## config.mk

```make
export PLATFORM = sky130hd
export DESIGN_NAME = aic_top
export DESIGN_NICKNAME = d
export VERILOG_FILES = /design/src/rtl/aic_pkg.sv /design/src/rtl/aic_statreg.sv /design/src/rtl/aic_chan.sv /design/src/rtl/aic_top.sv
export SDC_FILE = /design/constraint.sdc
export NUM_CORES = 1
export LEC_CHECK = 0
export CAP_MARGIN = 20
export CORE_MARGIN = 2
export CORE_UTILIZATION = 45
export CTS_CLUSTER_DIAMETER = 50
export DETAILED_ROUTE_END_ITERATION = 16
export DONT_BUFFER_PORTS = 1
export SLEW_MARGIN = 20
export SYNTH_ARGS = -nofsm -noshare
export SYNTH_HDL_FRONTEND = slang
export SYNTH_SLANG_ARGS = --single-unit
```

## constraint.sdc

```tcl
create_clock -name clk -period 1.5 [get_ports clk]
set_input_delay 0.075 -clock clk [delete_from_list [all_inputs] [get_ports clk]]
set_output_delay 0.075 -clock clk [all_outputs]
set_load 0.03 [all_outputs]
```

## src/rtl/aic_pkg.sv

```systemverilog
package aic_pkg;
    localparam int REG_W  = 8;
    localparam int ADDR_W = 8;

    typedef enum logic [3:0] {
        OFF_ST1 = 4'd0,
        OFF_ST2 = 4'd1,
        OFF_STH = 4'd2,
        OFF_SYN = 4'd3,
        OFF_EN1 = 4'd4,
        OFF_EN2 = 4'd5,
        OFF_ENH = 4'd6
    } reg_off_e;
endpackage

```

## src/rtl/aic_statreg.sv

```systemverilog
// One latched status register: the low NLVL bits are level inputs that flag
// on any change, the rest are pulse inputs that flag when high.
module aic_statreg #(
    parameter int W    = 8,
    parameter int NLVL = 0
) (
    input  logic         clk,
    input  logic         rst,
    input  logic [W-1:0] src_i,
    input  logic [W-1:0] en_i,
    input  logic         clr_i,
    output logic [W-1:0] val_o,
    output logic         req_o
);
    localparam logic [W-1:0] LVL_MASK = W'((1 << NLVL) - 1);

    typedef struct packed {
        logic [W-1:0] pend;
        logic [W-1:0] hist;
    } st_t;

    st_t          st_d, st_q;
    logic [W-1:0] occur;

    always_comb begin
        occur      = ((src_i ^ st_q.hist) & LVL_MASK) | (src_i & ~LVL_MASK);
        st_d.hist  = src_i;
        // a fresh occurrence outranks the clear of a read in the same cycle
        st_d.pend  = (clr_i ? '0 : st_q.pend) | occur;
    end

    always_ff @(posedge clk) begin
        if (rst) st_q <= '0;
        else     st_q <= st_d;
    end

    assign val_o = st_q.pend | (src_i & LVL_MASK);
    assign req_o = |(st_q.pend & en_i);
endmodule

```

## src/rtl/aic_chan.sv

```systemverilog
// Register set of one framer channel.
module aic_chan
    import aic_pkg::*;
#(
    parameter int W    = REG_W,
    parameter int NALM = 4
) (
    input  logic            clk,
    input  logic            rst,
    input  logic [NALM-1:0] alm_i,
    input  logic [W-NALM-1:0] ev1_i,
    input  logic [W-1:0]    ev2_i,
    input  logic [W-1:0]    hev_i,
    input  logic [W-1:0]    syn_i,
    input  logic            sel_i,
    input  logic [3:0]      off_i,
    input  logic            rd_i,
    input  logic            wr_i,
    input  logic [W-1:0]    wdata_i,
    output logic [W-1:0]    rdata_o,
    output logic            sr_req_o,
    output logic            hd_req_o
);
    typedef struct packed {
        logic [W-1:0] en1;
        logic [W-1:0] en2;
        logic [W-1:0] enh;
    } en_t;

    en_t          en_d, en_q;
    reg_off_e     off;
    logic         clr1, clr2, clrh;
    logic         req1, req2;
    logic [W-1:0] val1, val2, valh;

    assign off  = reg_off_e'(off_i);
    assign clr1 = sel_i && rd_i && (off == OFF_ST1);
    assign clr2 = sel_i && rd_i && (off == OFF_ST2);
    assign clrh = sel_i && rd_i && (off == OFF_STH);

    always_comb begin
        en_d = en_q;
        if (sel_i && wr_i) begin
            case (off)
                OFF_EN1: en_d.en1 = wdata_i;
                OFF_EN2: en_d.en2 = wdata_i;
                OFF_ENH: en_d.enh = wdata_i;
                default: ;
            endcase
        end
    end

    always_ff @(posedge clk) begin
        if (rst) en_q <= '0;
        else     en_q <= en_d;
    end

    aic_statreg #(.W(W), .NLVL(NALM)) u_st1 (
        .clk(clk), .rst(rst), .src_i({ev1_i, alm_i}), .en_i(en_q.en1),
        .clr_i(clr1), .val_o(val1), .req_o(req1)
    );
    aic_statreg #(.W(W), .NLVL(0)) u_st2 (
        .clk(clk), .rst(rst), .src_i(ev2_i), .en_i(en_q.en2),
        .clr_i(clr2), .val_o(val2), .req_o(req2)
    );
    aic_statreg #(.W(W), .NLVL(0)) u_sth (
        .clk(clk), .rst(rst), .src_i(hev_i), .en_i(en_q.enh),
        .clr_i(clrh), .val_o(valh), .req_o(hd_req_o)
    );

    assign sr_req_o = req1 | req2;

    always_comb begin
        case (off)
            OFF_ST1: rdata_o = val1;
            OFF_ST2: rdata_o = val2;
            OFF_STH: rdata_o = valh;
            OFF_SYN: rdata_o = syn_i;
            OFF_EN1: rdata_o = en_q.en1;
            OFF_EN2: rdata_o = en_q.en2;
            OFF_ENH: rdata_o = en_q.enh;
            default: rdata_o = '0;
        endcase
    end
endmodule

```

## src/rtl/aic_top.sv

```systemverilog
module aic_top
    import aic_pkg::*;
#(
    parameter int NCH  = 4,
    parameter int W    = REG_W,
    parameter int NALM = 4
) (
    input  logic                  clk,
    input  logic                  rst,
    input  logic [ADDR_W-1:0]     addr_i,
    input  logic                  rd_i,
    input  logic                  wr_i,
    input  logic [W-1:0]          wdata_i,
    output logic [W-1:0]          rdata_o,
    output logic                  irq_n_o,
    input  logic [NCH*NALM-1:0]   alm_i,
    input  logic [NCH*(W-NALM)-1:0] ev1_i,
    input  logic [NCH*W-1:0]      ev2_i,
    input  logic [NCH*W-1:0]      hev_i,
    input  logic [NCH*W-1:0]      sync_i
);
    localparam int EVW   = W - NALM;
    localparam int SUM_W = 2 * NCH;

    logic [SUM_W-1:0] summ;
    logic [W-1:0]     ch_rd [NCH];
    logic [W-1:0]     sum_ext;
    logic             chan_space;

    assign chan_space = (addr_i[7:6] == 2'b00);

    for (genvar g = 0; g < NCH; g++) begin : g_ch
        logic sel;
        assign sel = chan_space && (addr_i[5:4] == 2'(g));
        aic_chan #(.W(W), .NALM(NALM)) u_ch (
            .clk(clk), .rst(rst),
            .alm_i(alm_i[g*NALM +: NALM]),
            .ev1_i(ev1_i[g*EVW +: EVW]),
            .ev2_i(ev2_i[g*W +: W]),
            .hev_i(hev_i[g*W +: W]),
            .syn_i(sync_i[g*W +: W]),
            .sel_i(sel), .off_i(addr_i[3:0]),
            .rd_i(rd_i), .wr_i(wr_i), .wdata_i(wdata_i),
            .rdata_o(ch_rd[g]),
            .sr_req_o(summ[2*g]),
            .hd_req_o(summ[2*g+1])
        );
    end

    always_comb begin
        sum_ext = '0;
        sum_ext[SUM_W-1:0] = summ;
    end

    always_comb begin
        rdata_o = '0;
        if (addr_i[7:6] == 2'b11) begin
            rdata_o = sum_ext;
        end else if (chan_space && (int'(addr_i[5:4]) < NCH)) begin
            rdata_o = ch_rd[addr_i[5:4]];
        end
    end

    assign irq_n_o = ~|summ;
endmodule

```

==> impl_metrics.py <==
metrics = {
    "routing": {
        "routed_wl_um": 40400,
        "route.detailed.drc": 0,
        "routed_via_density": 5.99,
        "wl_per_cell_um": 23.4,
        "dr.pass1.iters": 5,
        "drt.antenna.violating_nets": 0,
        "drtIter0Drc": 1107,
        "num_vias": 10400,
    },
    "synthesis": {
        "synthArstFlopShare_pct": 0,
        "syn_area_mm2": 0.00964,
        "synthMuxAreaShare_pct": 13.2,
        "ys_top_cells_by_area": "dfxtp_1, mux2i_1, a21oi_1",
        "synth_edf_count": 0,
        "synth_fa_ha_area_share_pct": 0,
        "yosys.area_share.xor_xnor_pct": 1.45,
        "synth_cell_types": 58,
        "synthFlopType": "dfxtp_1",
        "synth_top_family_by_area": "compound AO/OA/AOI/OAI gates",
        "syn-num-nets": 1244,
        "yosys_warnings": 0,
        "synth-simple-area-share_pct": 17.8,
        "yosysTopAreaCellShare_pct": 43.2,
        "postSynthAreaPerCell_um2": 8.80,
        "yosys.area.top_type": "dfxtp_1",
        "seq_area_frac_synth_pct": 43.2,
        "netlist_instances": 1096,
        "synth_seq_cells": 208,
        "synth-compound-area-share_pct": 20.3,
    },
    "min_path": {
        "hold_path_startpoint": "addr_i[6]",
        "whs_endpoint": "g_ch[2].u_ch.u_st2.val_o[0]$_SDFF_PP0_",
        "hp-class": "primary input to flop",
        "min_path_cells": 4,
    },
    "floorplanning": {
        "start_util_pct": 45.9,
        "pin_count": 157,
        "dieArea_mm2": 0.0226,
        "coreArea_mm2": 0.0210,
        "row_count": 53,
        "die_x_um": 150,
        "die_y_um": 150,
    },
    "worst_setup_path": {
        "cp-start-kind": "flop",
        "critPathRequiredTime_ns": 1.42,
        "worst_setup_path_end_kind": "output port",
        "ff2ff_setup_slack_ns": 0.07,
        "cp.arrival_ns": 2.19,
        "crit_fanout": 2,
        "crit-reg2reg-capture": "g_ch[3].u_ch.u_st1.st_q[13]$_SDFF_PP0_",
        "reg2regPathDepth": 5,
        "worstReg2RegStart": "g_ch[3].u_ch.u_st1.st_q[13]$_SDFF_PP0_",
        "worstSetupPathType": "flop to output port",
    },
    "run_status": {
        "violations": "negative hold slack, negative setup slack",
        "status": "finished with violations",
    },
    "clock_network": {
        "cts_buffers": 26,
        "ctsRootBufferMaster": "clkbuf_16",
        "clock_path_buffers": 3,
        "path_clk_slew_ns": 0.06,
        "cts_tree": "yes",
        "htree_levels": 1,
        "numClockSinks": 208,
        "clock_latency_ns": 0.54,
    },
    "timing": {
        "fin_ws_ns": -0.764,
        "hold_violations": 1,
        "fin_hold_ws_ns": -0.00159,
        "setup_viol": 9,
        "min_period_ns": 2.26,
        "setup_tns_ns": -5.69,
        "relSlewSlack_pct": 54.1,
        "drv_slew": 0,
        "tightest_slew_ns": 0.686,
        "fin_skew_ns": 0.00662,
        "fmax_mhz": 442,
        "rsz0062_at_grt": "true",
        "fin_crit_sh_pct": 151,
    },
    "grt": {
        "antenna_found_initial": 0,
        "grt_pass1_vias": 10400,
        "grt_max_degree": 132,
        "grt.total_usage_pct": 35.3,
        "grt_pass1_wl_um": 60200,
        "gr-total-overflow": 0,
    },
    "layout": {
        "antenna_cells": 0,
        "final_common_cell": "dlygate4sd3_1",
        "fillers": 1621,
        "final_cell_mix": "dlygate4sd3_1, dfxtp_1, nor2_1, buf_4, a21oi_1",
        "layout.nets": 1580,
        "drive_gt1_share_pct": 24.9,
        "fin_util_pct": 69.0,
        "syn_to_final_growth_pct": 50.4,
        "postLayoutCellArea_mm2": 0.0145,
    },
    "placed_design": {
        "port_buffers": 0,
        "dp_hpwl_um": 25100,
        "placed_area_mm2": 0.0113,
        "post-place-ws_ns": -0.304,
        "place.gp.congestion": 0.974,
    },
    "power": {
        "power_density_mw_per_mm2": 942,
        "ir_worst_vdd_mv": 0.903,
        "leakage_nw": 5.97,
    },
    "flow_run": {
        "drv_cap": 0,
    },
}
## power breakdown
part | total, mW | internal [mW] | switching [mW]
Sequential | 5.94 | 5.76 | 0.182
Clock | 6.17 | 3.61 | 2.56
Combinational | 1.55 | 0.874 | 0.681
Total | 13.7 | 10.2 | 3.42
## what timing repair did
| action | CTS | global route |
|---|---|---|
| pin swaps | 29 | 21 |
| setup buffers | 1 | 2 |
| gates resized for setup | 73 | 49 |
| hold buffers | 191 | 1 |
| cloned | 0 | 0 |
| endpoints found under the hold margin | 208 | 1 |
| endpoints found under the setup margin | 9 | 60 |
## critical path, cell delays in order, from the launching register on
cell	delay (ns)
dfxtp_1	0.33
mux2i_2	0.24
o221ai_2	0.18
a311oi_2	0.32
nor4_1	0.09
a211o_1	0.32
buf_12	0.17
## Yosys cell counts, types with 5 or more instances
cell / instances
nand3_1: 43
nor3_1: 10
o22ai_1: 6
a22oi_1: 33
nor2_2: 6
o21ai_0: 13
dfxtp_1: 208
buf_2: 17
o221ai_1: 12
nor2b_1: 22
a311oi_1: 5
nand2_1: 66
xor2_1: 16
a221oi_1: 17
clkbuf_1: 41
buf_4: 12
a22o_1: 16
mux2i_1: 126
o22a_1: 10
nor2_1: 173
o32a_1: 6
nand4_1: 5
and4_1: 5
o211ai_1: 17
a21oi_1: 155
## worst max-delay path by stage
stage	end	slack, ns	startpoint
after detailed placement	rdata_o[2]	-0.30	addr_i[0]
final	rdata_o[2]	-0.76	g_ch[3].u_ch.u_sth.val_o[2]$_SDFF_PP0_
after global routing	rdata_o[2]	-0.77	g_ch[3].u_ch.en_q[18]$_SDFFE_PP0P_
after floorplan	rdata_o[5]	-0.09	addr_i[2]
after CTS	rdata_o[2]	-0.74	g_ch[1].u_ch.en_q[19]$_SDFFE_PP0P_
after global placement	rdata_o[2]	-0.38	addr_i[0]
## layer usage
layer	share of wire [%]	wire length (um)	global-route usage, %
met3	12	4750	10.5
met2	43	17300	54.0
met1	39	15900	45.3
met5	0	0	0
met4	6.1	2450	17.9
## final cells by class
| class | count | area, um2 | share of cell area [%] |
|---|---|---|---|
| sequential | 208 | 4210 | 29.0 |
| clock inverter | 10 | 101 | 0.699 |
| timing repair buffer | 383 | 3580 | 24.7 |
| tap | 275 | 344 | 2.37 |
| inverter | 4 | 15.0 | 0.104 |
| clock buffer | 38 | 737 | 5.08 |
| multi-input combinational | 809 | 5510 | 38.0 |
## per-stage QoR
stage	cells	power, mW
finish	1727	13.7
global route	1727	14.0
CTS	1725	13.6
detailed placement	1486	7.03
global placement	1486	7.02
floorplan	1096	6.73
## flip-flops by register name, indices dropped and copies added, names as in the netlist
name and flops:
g_ch.u_ch.en_q 96, g_ch.u_ch.u_st1.st_q 48, g_ch.u_ch.u_st2.val_o 32, g_ch.u_ch.u_sth.val_o 32
## cell families after synthesis
| kind of cell | count (synthesis) |
|---|---|
| AO/OA/AOI/OAI | 303 |
| AND/OR/NAND/NOR | 363 |
| multiplexers | 127 |
| XOR/XNOR | 16 |
| flip-flops | 208 |
| buffers and inverters | 79 |
(Power assumes the default switching activity.)
